<file path="src/rtl/sd_pkg.sv">
package sd_pkg;

    typedef enum logic {
        SD_IDLE   = 1'b0,
        SD_SEARCH = 1'b1
    } sd_mode_e;

    // state[2] = most recent bit, state[0] = oldest bit
    function automatic logic [1:0] sd_codeword(input logic [2:0] st, input logic u);
        logic v1, v2;
        v1 = u ^ st[2] ^ st[1] ^ st[0];
        v2 = u ^ st[2] ^ st[0];
        return {v1, v2};
    endfunction

    function automatic logic [2:0] sd_next_state(input logic [2:0] st, input logic u);
        return {u, st[2:1]};
    endfunction

    function automatic logic [1:0] sd_ham2(input logic [1:0] a, input logic [1:0] b);
        logic [1:0] x;
        x = a ^ b;
        return {1'b0, x[1]} + {1'b0, x[0]};
    endfunction

endpackage

</file>
<file path="src/rtl/sd_symbol_buf.sv">
module sd_symbol_buf #(
    parameter int DEPTH = 16,
    parameter int AW    = $clog2(DEPTH + 1)
) (
    input  logic          clk,
    input  logic          rst,
    input  logic          wr_en,
    input  logic [1:0]    wr_data,
    input  logic          clr,
    input  logic [AW-1:0] rd_idx,
    output logic [1:0]    rd_data,
    output logic [AW-1:0] count
);
    localparam int SLOTS = 1 << AW;

    logic [1:0] mem_q [SLOTS];

    always_ff @(posedge clk) begin
        if (rst || clr) begin
            count <= '0;
        end else if (wr_en && (count < AW'(DEPTH))) begin
            mem_q[count] <= wr_data;
            count        <= count + AW'(1);
        end
    end

    assign rd_data = mem_q[rd_idx];

    always @(posedge clk) begin
        assert_count_bound_R9: assert (rst || count <= AW'(DEPTH))
            else $error("buffer count above capacity");
    end
endmodule

</file>
<file path="src/rtl/sd_branch_unit.sv">
module sd_branch_unit
    import sd_pkg::*;
(
    input  logic [2:0] cur_state,
    input  logic [1:0] rx_pair,
    input  logic [1:0] tried,
    input  logic       tail_only,
    output logic       avail,
    output logic       choice,
    output logic [1:0] metric
);
    logic [1:0] m0, m1;
    logic       pref, ok0, ok1, ok_pref, ok_other;

    always_comb begin
        m0       = sd_ham2(rx_pair, sd_codeword(cur_state, 1'b0));
        m1       = sd_ham2(rx_pair, sd_codeword(cur_state, 1'b1));
        pref     = (m1 < m0);
        ok0      = ~tried[0];
        ok1      = ~tried[1] & ~tail_only;
        ok_pref  = pref ? ok1 : ok0;
        ok_other = pref ? ok0 : ok1;
        avail    = ok0 | ok1;
        choice   = ok_pref ? pref : ~pref;
        if (!ok_pref && !ok_other) choice = 1'b0;
        metric   = choice ? m1 : m0;
    end
endmodule

</file>
<file path="src/rtl/sd_seq_decoder.sv">
module sd_seq_decoder
    import sd_pkg::*;
#(
    parameter int MAX_SYM = 16,
    parameter int TAIL    = 3,
    parameter int THR     = 3
) (
    input  logic                         clk,
    input  logic                         rst,
    input  logic                         sym_valid,
    input  logic [1:0]                   sym_bits,
    input  logic                         start,
    output logic                         busy,
    output logic                         done,
    output logic                         fail,
    output logic [MAX_SYM-TAIL-1:0]      data_out,
    output logic [$clog2(MAX_SYM-TAIL+1)-1:0] data_len
);
    localparam int DW    = $clog2(MAX_SYM + 1);
    localparam int SLOTS = 1 << DW;
    localparam int MAXD  = MAX_SYM - TAIL;
    localparam int LW    = $clog2(MAXD + 1);
    localparam int TW    = $clog2(THR + 2);

    sd_mode_e          mode_q;
    logic [DW-1:0]     depth_q, len_q, buf_cnt, depth_nx;
    logic [2:0]        st_q    [SLOTS];
    logic [TW-1:0]     tal_q   [SLOTS];
    logic [1:0]        tried_q [SLOTS];
    logic [SLOTS-1:0]  dec_q;
    logic              done_q, fail_q;
    logic [LW-1:0]     dlen_q;

    logic [1:0]        rx_pair, metric;
    logic              avail, choice, tail_only, accept_start;
    logic [TW-1:0]     new_tally;

    assign busy         = (mode_q == SD_SEARCH);
    assign accept_start = start && !busy;
    assign depth_nx     = depth_q + DW'(1);
    assign tail_only    = (depth_q >= len_q - DW'(TAIL));
    assign new_tally    = tal_q[depth_q] + TW'(metric);

    sd_symbol_buf #(.DEPTH(MAX_SYM), .AW(DW)) u_buf (
        .clk     (clk),
        .rst     (rst),
        .wr_en   (sym_valid && !busy),
        .wr_data (sym_bits),
        .clr     (accept_start),
        .rd_idx  (depth_q),
        .rd_data (rx_pair),
        .count   (buf_cnt)
    );

    sd_branch_unit u_branch (
        .cur_state (st_q[depth_q]),
        .rx_pair   (rx_pair),
        .tried     (tried_q[depth_q]),
        .tail_only (tail_only),
        .avail     (avail),
        .choice    (choice),
        .metric    (metric)
    );

    always_ff @(posedge clk) begin
        if (rst) begin
            mode_q  <= SD_IDLE;
            depth_q <= '0;
            len_q   <= '0;
            dec_q   <= '0;
            done_q  <= 1'b0;
            fail_q  <= 1'b0;
            dlen_q  <= '0;
            for (int i = 0; i < SLOTS; i++) begin
                st_q[i]    <= '0;
                tal_q[i]   <= '0;
                tried_q[i] <= '0;
            end
        end else if (mode_q == SD_IDLE) begin
            if (accept_start) begin
                done_q  <= 1'b0;
                dlen_q  <= '0;
                dec_q   <= '0;
                depth_q <= '0;
                len_q   <= buf_cnt;
                for (int i = 0; i < SLOTS; i++) begin
                    st_q[i]    <= '0;
                    tal_q[i]   <= '0;
                    tried_q[i] <= '0;
                end
                if (buf_cnt <= DW'(TAIL)) begin
                    fail_q <= 1'b1;
                end else begin
                    fail_q <= 1'b0;
                    mode_q <= SD_SEARCH;
                end
            end
        end else begin
            if (!avail) begin
                if (depth_q == '0) begin
                    fail_q <= 1'b1;
                    mode_q <= SD_IDLE;
                end else begin
                    depth_q <= depth_q - DW'(1);
                end
            end else begin
                tried_q[depth_q][choice] <= 1'b1;
                if (new_tally < TW'(THR)) begin
                    dec_q[depth_q] <= choice;
                    if (depth_nx == len_q) begin
                        done_q <= 1'b1;
                        dlen_q <= LW'(len_q - DW'(TAIL));
                        mode_q <= SD_IDLE;
                    end else begin
                        depth_q           <= depth_nx;
                        st_q[depth_nx]    <= sd_next_state(st_q[depth_q], choice);
                        tal_q[depth_nx]   <= new_tally;
                        tried_q[depth_nx] <= '0;
                    end
                end
            end
        end
    end

    assign done     = done_q;
    assign fail     = fail_q;
    assign data_out = done_q ? dec_q[MAXD-1:0] : '0;
    assign data_len = dlen_q;

    // ---------------- assertions ----------------
    property p_tally_below;
        @(posedge clk) disable iff (rst) busy |-> (tal_q[depth_q] < TW'(THR));
    endproperty
    assert_tally_below_R3: assert property (p_tally_below)
        else $error("stored tally reached threshold");

    property p_one_step;
        @(posedge clk) disable iff (rst)
            busy |=> (!busy || depth_q == $past(depth_q) ||
                      depth_q == $past(depth_q) + DW'(1) ||
                      depth_q == $past(depth_q) - DW'(1));
    endproperty
    assert_one_step_R10: assert property (p_one_step)
        else $error("depth moved by more than one level");

    property p_root_zero;
        @(posedge clk) disable iff (rst) (busy && depth_q == '0) |-> (st_q[0] == 3'b000);
    endproperty
    assert_root_zero_R1: assert property (p_root_zero)
        else $error("root state not zero");

    property p_tail_zero;
        @(posedge clk) disable iff (rst)
            (busy && depth_q != '0 && (depth_q - DW'(1)) >= (len_q - DW'(TAIL)))
                |-> (st_q[depth_q][2] == 1'b0);
    endproperty
    assert_tail_zero_R5: assert property (p_tail_zero)
        else $error("input 1 taken in a tail level");

    property p_excl;
        @(posedge clk) disable iff (rst) !(done_q && fail_q);
    endproperty
    assert_done_fail_excl_R6: assert property (p_excl)
        else $error("done and fail both high");
endmodule

</file>
<file path="config.mk">
export PLATFORM = sky130hd
export DESIGN_NAME = sd_seq_decoder
export DESIGN_NICKNAME = d
export VERILOG_FILES = /design/src/rtl/sd_pkg.sv /design/src/rtl/sd_symbol_buf.sv /design/src/rtl/sd_branch_unit.sv /design/src/rtl/sd_seq_decoder.sv
export SDC_FILE = /design/constraint.sdc
export NUM_CORES = 1
export LEC_CHECK = 0
export ABC_AREA = 0
export CAP_MARGIN = 20
export CORE_MARGIN = 1
export CORE_UTILIZATION = 57
export CTS_BUF_LIST = sky130_fd_sc_hd__clkbuf_16
export CTS_CLUSTER_SIZE = 24
export DETAILED_ROUTE_END_ITERATION = 7
export PLACE_DENSITY = 0.74
export SLEW_MARGIN = 20
export SYNTH_ARGS = -nofsm -noshare
export SYNTH_HDL_FRONTEND = slang
export SYNTH_HIERARCHICAL = 1
export SYNTH_SLANG_ARGS = --single-unit
</file>
<file path="constraint.sdc">
create_clock -name clk -period 6.12 [get_ports clk]
set_input_delay 1.224 -clock clk [delete_from_list [all_inputs] [get_ports clk]]
set_output_delay 1.224 -clock clk [all_outputs]
set_load 0.02 [all_outputs]
</file>
==> results of run 1 <==
==> worst max-delay path by stage <==
stage              start  slack, ns      endpoint
2_1_floorplan  flip-flop       0.05   st_q[16][0]
3_3_place_gp   flip-flop       0.29  tal_q[31][0]
3_5_place_dp   flip-flop       0.15  tal_q[21][1]
4_1_cts        flip-flop       0.11  tal_q[21][2]
5_1_grt        flip-flop      -0.04  tal_q[29][2]
6_report       flip-flop       0.21  tal_q[31][1]
==> per-stage QoR <==
| stage | total power (W) | std cells |
|---|---|---|
| after CTS | 0.00519 | 1833 |
| after floorplan | 0.00296 | 1382 |
| after detailed placement | 0.00311 | 1767 |
| after global routing | 0.00532 | 1834 |
| after global placement | 0.00311 | 1767 |
| final | 0.00519 | 1834 |
==> worst max-delay path: cells and delay by family, from the launching register on <==
family,cells,cell delay [ns]
multiplexers,5,1.94
adder cells (fa/ha/maj),3,1.07
buffers and inverters,7,0.95
AO/OA/AOI/OAI,2,0.60
XOR/XNOR,2,0.39
flip-flops,1,0.37
AND/OR/NAND/NOR,2,0.30
==> per-layer routing <==
| metal | track usage [%] | wire length, µm | up-vias |
|---|---|---|---|
| met5 | 0 | 0 | - |
| met4 | 9.77 | 1280 | 0 |
| met3 | 5.28 | 3660 | 85 |
| met2 | 46.0 | 20300 | 590 |
| met1 | 38.5 | 17000 | 5652 |
| li1 | - | - | 5088 |
==> state kept, by name, summed over array words and instances, names as in the netlist, named ones only <==
name / flops
busy: 1
data_len: 4
dec_q: 13
depth_q: 5
done: 1
fail: 1
len_q: 5
st_q: 96
tal_q: 96
tried_q: 64
u_buf/count: 5
u_buf/mem_q: 64
==> cells by family after synthesis <==
group | count (synthesis) | share of synthesized area (%)
other | 2 | 0.0451
and+or+nand+nor | 484 | 13.4
DFF | 360 | 58.6
buffers and inverters | 128 | 3.54
xor gates and xnor gates | 19 | 1.08
adders and majority gates | 20 | 1.55
AOI/OAI and AO/OA | 172 | 8.13
muxes | 135 | 13.7
==> final cells by class <==
cell class	count	area [µm²]
clock inverter	27	143
tap	384	480
clock buffer	39	976
inverter	37	139
sequential	360	9780
multi-input combinational	894	6600
fill	2134	9750
timing repair buffer	93	831
==> repair_timing <==
item | 4_1_cts | 5_1_grt
setup buffers | 0 | 1
resized for setup | 0 | 22
endpoints found under the setup margin | 0 | 120
==> synthesized netlist by cell type, types with 28 or more instances <==
cell type                  instances  area (µm²)
sky130_fd_sc_hd__nor2_1          238         893
sky130_fd_sc_hd__buf_2            28         140
sky130_fd_sc_hd__dfxtp_1         104        2080
sky130_fd_sc_hd__clkbuf_1         46         173
sky130_fd_sc_hd__nand3_1          40         200
sky130_fd_sc_hd__and2_1           30         188
sky130_fd_sc_hd__nand2_1          68         255
sky130_fd_sc_hd__nor3_1           28         140
sky130_fd_sc_hd__mux2i_1          53         531
sky130_fd_sc_hd__mux4_2           70        1580
sky130_fd_sc_hd__inv_1            31         116
sky130_fd_sc_hd__a22oi_1          52         390
sky130_fd_sc_hd__edfxtp_1        256        7690
==> layout by cell type (no fill, tap or decap), types with 13 or more instances in the layout <==
cell                              count
sky130_fd_sc_hd__mux2i_1             53
sky130_fd_sc_hd__nand2_1             54
sky130_fd_sc_hd__xnor2_1             13
sky130_fd_sc_hd__and2_1              30
sky130_fd_sc_hd__o22ai_1             19
sky130_fd_sc_hd__a22oi_1             52
sky130_fd_sc_hd__dfxtp_1            101
sky130_fd_sc_hd__inv_1               35
sky130_fd_sc_hd__nand3_1             38
sky130_fd_sc_hd__nor2b_1             18
sky130_fd_sc_hd__nor3_1              27
sky130_fd_sc_hd__mux4_2              70
sky130_fd_sc_hd__nor2_1             237
sky130_fd_sc_hd__a22o_1              23
sky130_fd_sc_hd__clkbuf_16           39
sky130_fd_sc_hd__conb_1              64
sky130_fd_sc_hd__edfxtp_1           256
sky130_fd_sc_hd__buf_4               62
sky130_fd_sc_hd__nand2_2             16
sky130_fd_sc_hd__clkdlybuf4s50_1     24
sky130_fd_sc_hd__ha_1                19
sky130_fd_sc_hd__a21oi_1             17
sky130_fd_sc_hd__a32o_1              22
==> power by group <==
group / internal (W) / leakage, nW / switching [W]
sequential: 0.00269 / 3.55 / 0.0000316
clock: 0.00119 / 0.593 / 0.000921
combinational: 0.000105 / 2.65 / 0.000250
==> flow_results.xml, run 1 <==
<?xml version="1.0" encoding="UTF-8"?>
<metrics>
  <group name="setup_path">
    <metric name="timing.critical_path.required" unit="ns">6.38</metric>
    <metric name="r2r-end" unit="">tal_q[31][1]</metric>
    <metric name="cp_slowest_cell" unit="">sky130_fd_sc_hd__fa_1</metric>
    <metric name="r2r_setup_slack" unit="ns">0.21</metric>
    <metric name="cp_max_fo" unit="">21</metric>
    <metric name="worstPathArrival" unit="ns">6.17</metric>
    <metric name="cp-end-kind" unit="">flip-flop</metric>
    <metric name="cp_cell_sequence" unit="">buf_12 -&gt; mux4_2 -&gt; mux4_2 -&gt; mux2i_4 -&gt; inv_1 -&gt; xnor2_1 -&gt; xnor2_1 -&gt; inv_1 -&gt; ha_1 -&gt; ha_1 -&gt; inv_2 -&gt; o311ai_4 -&gt; buf_4 -&gt; mux2_4 -&gt; fa_1 -&gt; nand2_1 -&gt; and4_1 -&gt; mux2_4 -&gt; buf_4 -&gt; a31oi_2 -&gt; inv_2</metric>
    <metric name="critPathMaxStageDelay" unit="ns">0.56</metric>
    <metric name="worstSetupStartpointType" unit="">flip-flop</metric>
    <metric name="r2r_cells" unit="">21</metric>
    <metric name="critical_path_class" unit="">flip-flop to flip-flop</metric>
  </group>
  <group name="final_layout">
    <metric name="final_core_utilization" unit="%">66.0</metric>
    <metric name="finalNetCount" unit="">1450</metric>
    <metric name="antenna_cells" unit="">0</metric>
    <metric name="stdcell_area" unit="µm²">19000</metric>
    <metric name="syn2layout_area_growth" unit="%">13.7</metric>
    <metric name="post_route_cells_drive_above_1_share" unit="%">17.3</metric>
  </group>
  <group name="sta">
    <metric name="min_period" unit="ns">5.91</metric>
    <metric name="grt_setup_unrepaired" unit="">yes</metric>
    <metric name="worst_slew_pin_slew" unit="ns">1.15</metric>
    <metric name="setup_viol" unit="">0</metric>
    <metric name="min_period_over_period" unit="%">96.6</metric>
    <metric name="report.final.slew_viol_count" unit="">0</metric>
    <metric name="timing.slew.headroom" unit="%">22.7</metric>
    <metric name="worst_slack" unit="ns">0.210</metric>
    <metric name="finalHoldViolCount" unit="">0</metric>
    <metric name="max_freq" unit="MHz">169</metric>
    <metric name="worst_clock_skew" unit="ns">0.0144</metric>
    <metric name="setup_total_negative_slack" unit="ns">0</metric>
    <metric name="fin_hold_ws" unit="ns">0.453</metric>
  </group>
  <group name="clock_tree">
    <metric name="numCtsBuffers" unit="">38</metric>
    <metric name="htree_num_levels" unit="">2</metric>
    <metric name="ctsHoldBuffers" unit="">0</metric>
    <metric name="clock_latency_late_sink" unit="ns">0.52</metric>
    <metric name="cts_root_buffer" unit="">sky130_fd_sc_hd__clkbuf_16</metric>
    <metric name="numClockSinks" unit="">360</metric>
    <metric name="clk_transition_reported_paths" unit="ns">0.06</metric>
    <metric name="clk_path_buf_depth" unit="">3</metric>
    <metric name="clock_tree_from_tritoncts" unit="">done</metric>
  </group>
  <group name="die">
    <metric name="initial_core_util" unit="%">58.1</metric>
    <metric name="core_area" unit="µm²">28700</metric>
    <metric name="fp.dieH" unit="µm">173</metric>
    <metric name="floorplan.die_area" unit="µm²">29900</metric>
    <metric name="total_i_o_pin_count" unit="">26</metric>
    <metric name="std_cell_rows" unit="">62</metric>
    <metric name="chipWidth" unit="µm">173</metric>
  </group>
  <group name="run">
    <metric name="drv.max_cap_violation_count" unit="">0</metric>
  </group>
  <group name="yosys">
    <metric name="syn-cell-area" unit="µm²">16700</metric>
    <metric name="netlist_instances" unit="">1320</metric>
    <metric name="yosysSeqAreaShare" unit="%">58.6</metric>
    <metric name="post_synth_num_cell_types" unit="">71</metric>
    <metric name="async_reset_ff_share" unit="%">0</metric>
    <metric name="synth_seq_cells" unit="">360</metric>
    <metric name="yosys_warning_count" unit="">6</metric>
    <metric name="syn_avg_cell_area" unit="µm²">12.6</metric>
    <metric name="synth_enable_flop_cells" unit="">256</metric>
    <metric name="yosys_most_used_dff" unit="">sky130_fd_sc_hd__edfxtp_1</metric>
  </group>
  <group name="global_routing">
    <metric name="first_global_vias" unit="">11000</metric>
    <metric name="grtUsageTotal" unit="%">28.3</metric>
    <metric name="grt_antenna_before_repair" unit="">0</metric>
    <metric name="grt_first_pass_wirelength" unit="µm">64300</metric>
    <metric name="grt_overflow" unit="">0</metric>
    <metric name="grt_max_degree" unit="">54</metric>
  </group>
  <group name="hold_path">
    <metric name="worst_hold_startpoint" unit="">data_len[0]</metric>
    <metric name="timing.hold.worst_endpoint" unit="">data_len[0]</metric>
    <metric name="hold_path.class" unit="">flip-flop to flip-flop</metric>
    <metric name="worst_hold_path.num_cells" unit="">2</metric>
  </group>
  <group name="route">
    <metric name="totalWireLength" unit="µm">42200</metric>
    <metric name="routed-via-count" unit="">11400</metric>
    <metric name="detail_route.drc_violations" unit="">0</metric>
    <metric name="initial_drc_count" unit="">1249</metric>
    <metric name="route.antenna.remaining_nets" unit="">0</metric>
    <metric name="vias_per_cell" unit="">6.22</metric>
    <metric name="dr.pass1.iters" unit="">6</metric>
    <metric name="routedWlPerCell" unit="µm">23.0</metric>
  </group>
  <group name="placed_design">
    <metric name="detailed_place.area" unit="µm²">17800</metric>
    <metric name="port_buffers" unit="">25</metric>
    <metric name="dp_hpwl" unit="µm">29100</metric>
    <metric name="post-place-ws" unit="ns">0.155</metric>
    <metric name="gp_congestion" unit="">0.893</metric>
  </group>
  <group name="status">
    <metric name="status" unit="">finished clean</metric>
  </group>
  <group name="power">
    <metric name="p_leak" unit="nW">6.79</metric>
    <metric name="ir_worst_vdd" unit="mV">0.198</metric>
    <metric name="pwr_dens" unit="nW/µm²">274</metric>
  </group>
</metrics>
Power figures use the tool's default switching activity.
==> inputs of run 2 (changes only) <==
- SKIP_CTS_REPAIR_TIMING: unset -> 1
==> results of run 2 <==
Final layout, timing and power as in run 1 (identical DEF).
==> inputs of run 3 (changes only) <==
--- a/config.mk
+++ b/config.mk
@@ -9,9 +9,9 @@
 export CAP_MARGIN = 20
 export CORE_MARGIN = 1
-export CORE_UTILIZATION = 57
+export CORE_UTILIZATION = 68
 export CTS_BUF_LIST = sky130_fd_sc_hd__clkbuf_16
 export CTS_CLUSTER_SIZE = 24
 export DETAILED_ROUTE_END_ITERATION = 7
-export PLACE_DENSITY = 0.74
+export PLACE_DENSITY = 0.83
 export SKIP_CTS_REPAIR_TIMING = 1
 export SLEW_MARGIN = 20
==> constraint.sdc (replaced) <==
create_clock -name clk -period 7.1 [get_ports clk]
set_input_delay 0.71 -clock clk [delete_from_list [all_inputs] [get_ports clk]]
set_output_delay 0.71 -clock clk [all_outputs]
set_load 0.02 [all_outputs]
==> run 3 against run 2 <==
Compared with the run above:
- core utilization rose by 12 points
- sequential power fell by 14%
- register-to-register slack better by 0.05 ns
- global-route usage is 6.7 points higher
- critical path depth down 2
- final cell count shrank 5.3%
- critical path type unchanged
- largest cell class unchanged
==> flow_results.xml, run 3 (synthesis results as in run 1) <==
<?xml version="1.0" encoding="UTF-8"?>
<metrics>
  <group name="placed_design">
    <metric name="dp_hpwl" unit="µm">28800</metric>
    <metric name="gp_congestion" unit="">0.895</metric>
    <metric name="port_buffers" unit="">25</metric>
    <metric name="post-place-ws" unit="ns">0.231</metric>
  </group>
  <group name="die">
    <metric name="core_area" unit="µm²">23800</metric>
    <metric name="chipWidth" unit="µm">159</metric>
    <metric name="floorplan.die_area" unit="µm²">25100</metric>
    <metric name="total_i_o_pin_count" unit="">26</metric>
    <metric name="fp.dieH" unit="µm">159</metric>
    <metric name="initial_core_util" unit="%">70.2</metric>
    <metric name="std_cell_rows" unit="">56</metric>
  </group>
  <group name="global_routing">
    <metric name="grt_max_degree" unit="">75</metric>
    <metric name="first_global_vias" unit="">11300</metric>
    <metric name="grt_first_pass_wirelength" unit="µm">64400</metric>
    <metric name="grtUsageTotal" unit="%">35.0</metric>
    <metric name="grt_antenna_before_repair" unit="">1</metric>
    <metric name="grt_overflow" unit="">0</metric>
  </group>
  <group name="power">
    <metric name="power_switching_share" unit="%">23.6</metric>
    <metric name="net-switching-power" unit="W">0.00104</metric>
    <metric name="ir_worst_vdd" unit="mV">0.202</metric>
    <metric name="pwr-share-comb" unit="%">6.7</metric>
    <metric name="internal_power" unit="W">0.00336</metric>
    <metric name="pwr_dens" unit="nW/µm²">238</metric>
    <metric name="seq_power_share" unit="%">53.3</metric>
    <metric name="overall_power_consumption" unit="W">0.00440</metric>
    <metric name="p_leak" unit="nW">6.59</metric>
    <metric name="clkPwrFrac" unit="%">40.0</metric>
  </group>
  <group name="hold_path">
    <metric name="worst_hold_startpoint" unit="">data_len[3]</metric>
    <metric name="timing.hold.worst_endpoint" unit="">data_len[3]</metric>
    <metric name="hold_path.class" unit="">flip-flop to flip-flop</metric>
    <metric name="worst_hold_path.num_cells" unit="">2</metric>
  </group>
  <group name="clock_tree">
    <metric name="clock_tree_from_tritoncts" unit="">done</metric>
    <metric name="clock_latency_late_sink" unit="ns">0.53</metric>
    <metric name="cts_root_buffer" unit="">sky130_fd_sc_hd__clkbuf_16</metric>
    <metric name="clk_transition_reported_paths" unit="ns">0.07</metric>
    <metric name="clk_path_buf_depth" unit="">3</metric>
    <metric name="htree_num_levels" unit="">2</metric>
    <metric name="numClockSinks" unit="">360</metric>
    <metric name="numCtsBuffers" unit="">36</metric>
  </group>
  <group name="sta">
    <metric name="min_period_over_period" unit="%">96.3</metric>
    <metric name="report.final.slew_viol_count" unit="">0</metric>
    <metric name="finalHoldViolCount" unit="">0</metric>
    <metric name="timing.slew.headroom" unit="%">26.9</metric>
    <metric name="setup_total_negative_slack" unit="ns">0</metric>
    <metric name="setup_viol" unit="">0</metric>
    <metric name="fin_hold_ws" unit="ns">0.453</metric>
    <metric name="max_freq" unit="MHz">146</metric>
    <metric name="worst_slack" unit="ns">0.261</metric>
    <metric name="min_period" unit="ns">6.84</metric>
    <metric name="worst_slew_pin_slew" unit="ns">1.09</metric>
    <metric name="worst_clock_skew" unit="ns">0.0166</metric>
    <metric name="grt_setup_unrepaired" unit="">no</metric>
  </group>
  <group name="setup_path">
    <metric name="worstPathArrival" unit="ns">7.07</metric>
    <metric name="r2r_cells" unit="">19</metric>
    <metric name="worstSetupStartpointType" unit="">flip-flop</metric>
    <metric name="timing.critical_path.required" unit="ns">7.33</metric>
    <metric name="r2r_setup_slack" unit="ns">0.26</metric>
    <metric name="cp-end-kind" unit="">flip-flop</metric>
    <metric name="cp_max_fo" unit="">36</metric>
    <metric name="critical_path_class" unit="">flip-flop to flip-flop</metric>
    <metric name="r2r-end" unit="">tal_q[3][0]</metric>
  </group>
  <group name="run">
    <metric name="drv.max_cap_violation_count" unit="">0</metric>
  </group>
  <group name="final_layout">
    <metric name="finalNetCount" unit="">1415</metric>
    <metric name="mostFrequentLayoutCells" unit="">sky130_fd_sc_hd__edfxtp_1, sky130_fd_sc_hd__nor2_1, sky130_fd_sc_hd__dfxtp_1</metric>
    <metric name="mostFrequentLayoutCell" unit="">sky130_fd_sc_hd__edfxtp_1</metric>
    <metric name="post_route_cells_drive_above_1_share" unit="%">13.7</metric>
    <metric name="syn2layout_area_growth" unit="%">10.9</metric>
    <metric name="largestRegisters" unit="">st_q (96), tal_q (96)</metric>
    <metric name="antenna_cells" unit="">0</metric>
  </group>
  <group name="route">
    <metric name="drt-met1-wl" unit="µm">15400</metric>
    <metric name="route.met3.wl" unit="µm">4860</metric>
    <metric name="initial_drc_count" unit="">1885</metric>
    <metric name="detail_route.drc_violations" unit="">0</metric>
    <metric name="routedWlPerCell" unit="µm">24.7</metric>
    <metric name="vias_per_cell" unit="">6.73</metric>
    <metric name="dr.pass1.iters" unit="">7</metric>
    <metric name="totalWireLength" unit="µm">42900</metric>
    <metric name="route.antenna.remaining_nets" unit="">0</metric>
    <metric name="met2_length" unit="µm">20400</metric>
    <metric name="routed-via-count" unit="">11700</metric>
    <metric name="topRoutingLayerUsed" unit="">met5</metric>
  </group>
  <group name="status">
    <metric name="status" unit="">finished clean</metric>
  </group>
</metrics>
-- run 3: worst max path at each step --
stage               slack [ns]  startpoint  depth (start not counted)          end
floorplan                 1.03   flip-flop                         24  st_q[16][0]
global placement          0.48   flip-flop                         19  tal_q[0][2]
detailed placement        0.23   flip-flop                         18  tal_q[0][0]
CTS                       0.14   flip-flop                         19  tal_q[0][0]
global route              0.10   flip-flop                         19  st_q[20][2]
finish                    0.26   flip-flop                         19  tal_q[3][0]
-- run 3: worst max-delay path: stages, from the launching register on --
cell	delay [ns]
sky130_fd_sc_hd__dfxtp_4	0.62
sky130_fd_sc_hd__buf_12	0.26
sky130_fd_sc_hd__mux4_2	0.52
sky130_fd_sc_hd__mux4_2	0.49
sky130_fd_sc_hd__mux2_2	0.33
sky130_fd_sc_hd__xor2_1	0.18
sky130_fd_sc_hd__xnor2_1	0.28
sky130_fd_sc_hd__inv_1	0.09
sky130_fd_sc_hd__ha_1	0.21
sky130_fd_sc_hd__ha_1	0.30
sky130_fd_sc_hd__inv_2	0.04
sky130_fd_sc_hd__o311ai_4	0.36
sky130_fd_sc_hd__mux2_4	0.34
sky130_fd_sc_hd__ha_1	0.21
sky130_fd_sc_hd__fa_1	0.54
sky130_fd_sc_hd__nand2_1	0.20
sky130_fd_sc_hd__and4b_1	0.32
sky130_fd_sc_hd__mux2_8	0.44
sky130_fd_sc_hd__a31oi_1	0.51
sky130_fd_sc_hd__inv_1	0.27
-- run 3: power by group through the flow --
stage,combinational (W),sequential (W),clock (W)
floorplan,0.000182,0.00237,0
global placement,0.000272,0.00239,0
detailed placement,0.000279,0.00239,0
CTS,0.000282,0.00234,0.00176
global route,0.000306,0.00235,0.00184
finish,0.000295,0.00235,0.00176
-- run 3: area by class of cell --
cell class,count,area [µm²]
well taps,319,399
flip-flops and latches,360,9780
fillers,1364,5270
multi-input cells,894,6570
clock inverters,28,124
clock buffers,38,951
repair buffers,60,526
inverters,37,139
-- run 3: per-layer routing --
metal  up-vias  GRT usage (%)
li1       5018              -
met1      5648           44.7
met2       837           57.7
met3       175           7.32
met4         2           16.4
met5         -              0
-- run 3: metrics by stage --
| stage | cells | util, % | cell area [µm²] |
|---|---|---|---|
| floorplan | 1382 | - | 16900 |
| global placement | 1666 | 73.1 | 17400 |
| detailed placement | 1666 | 73.1 | 17400 |
| CTS | 1732 | 77.6 | 18400 |
| global route | 1736 | 77.8 | 18500 |
| finish | 1736 | 77.8 | 18500 |
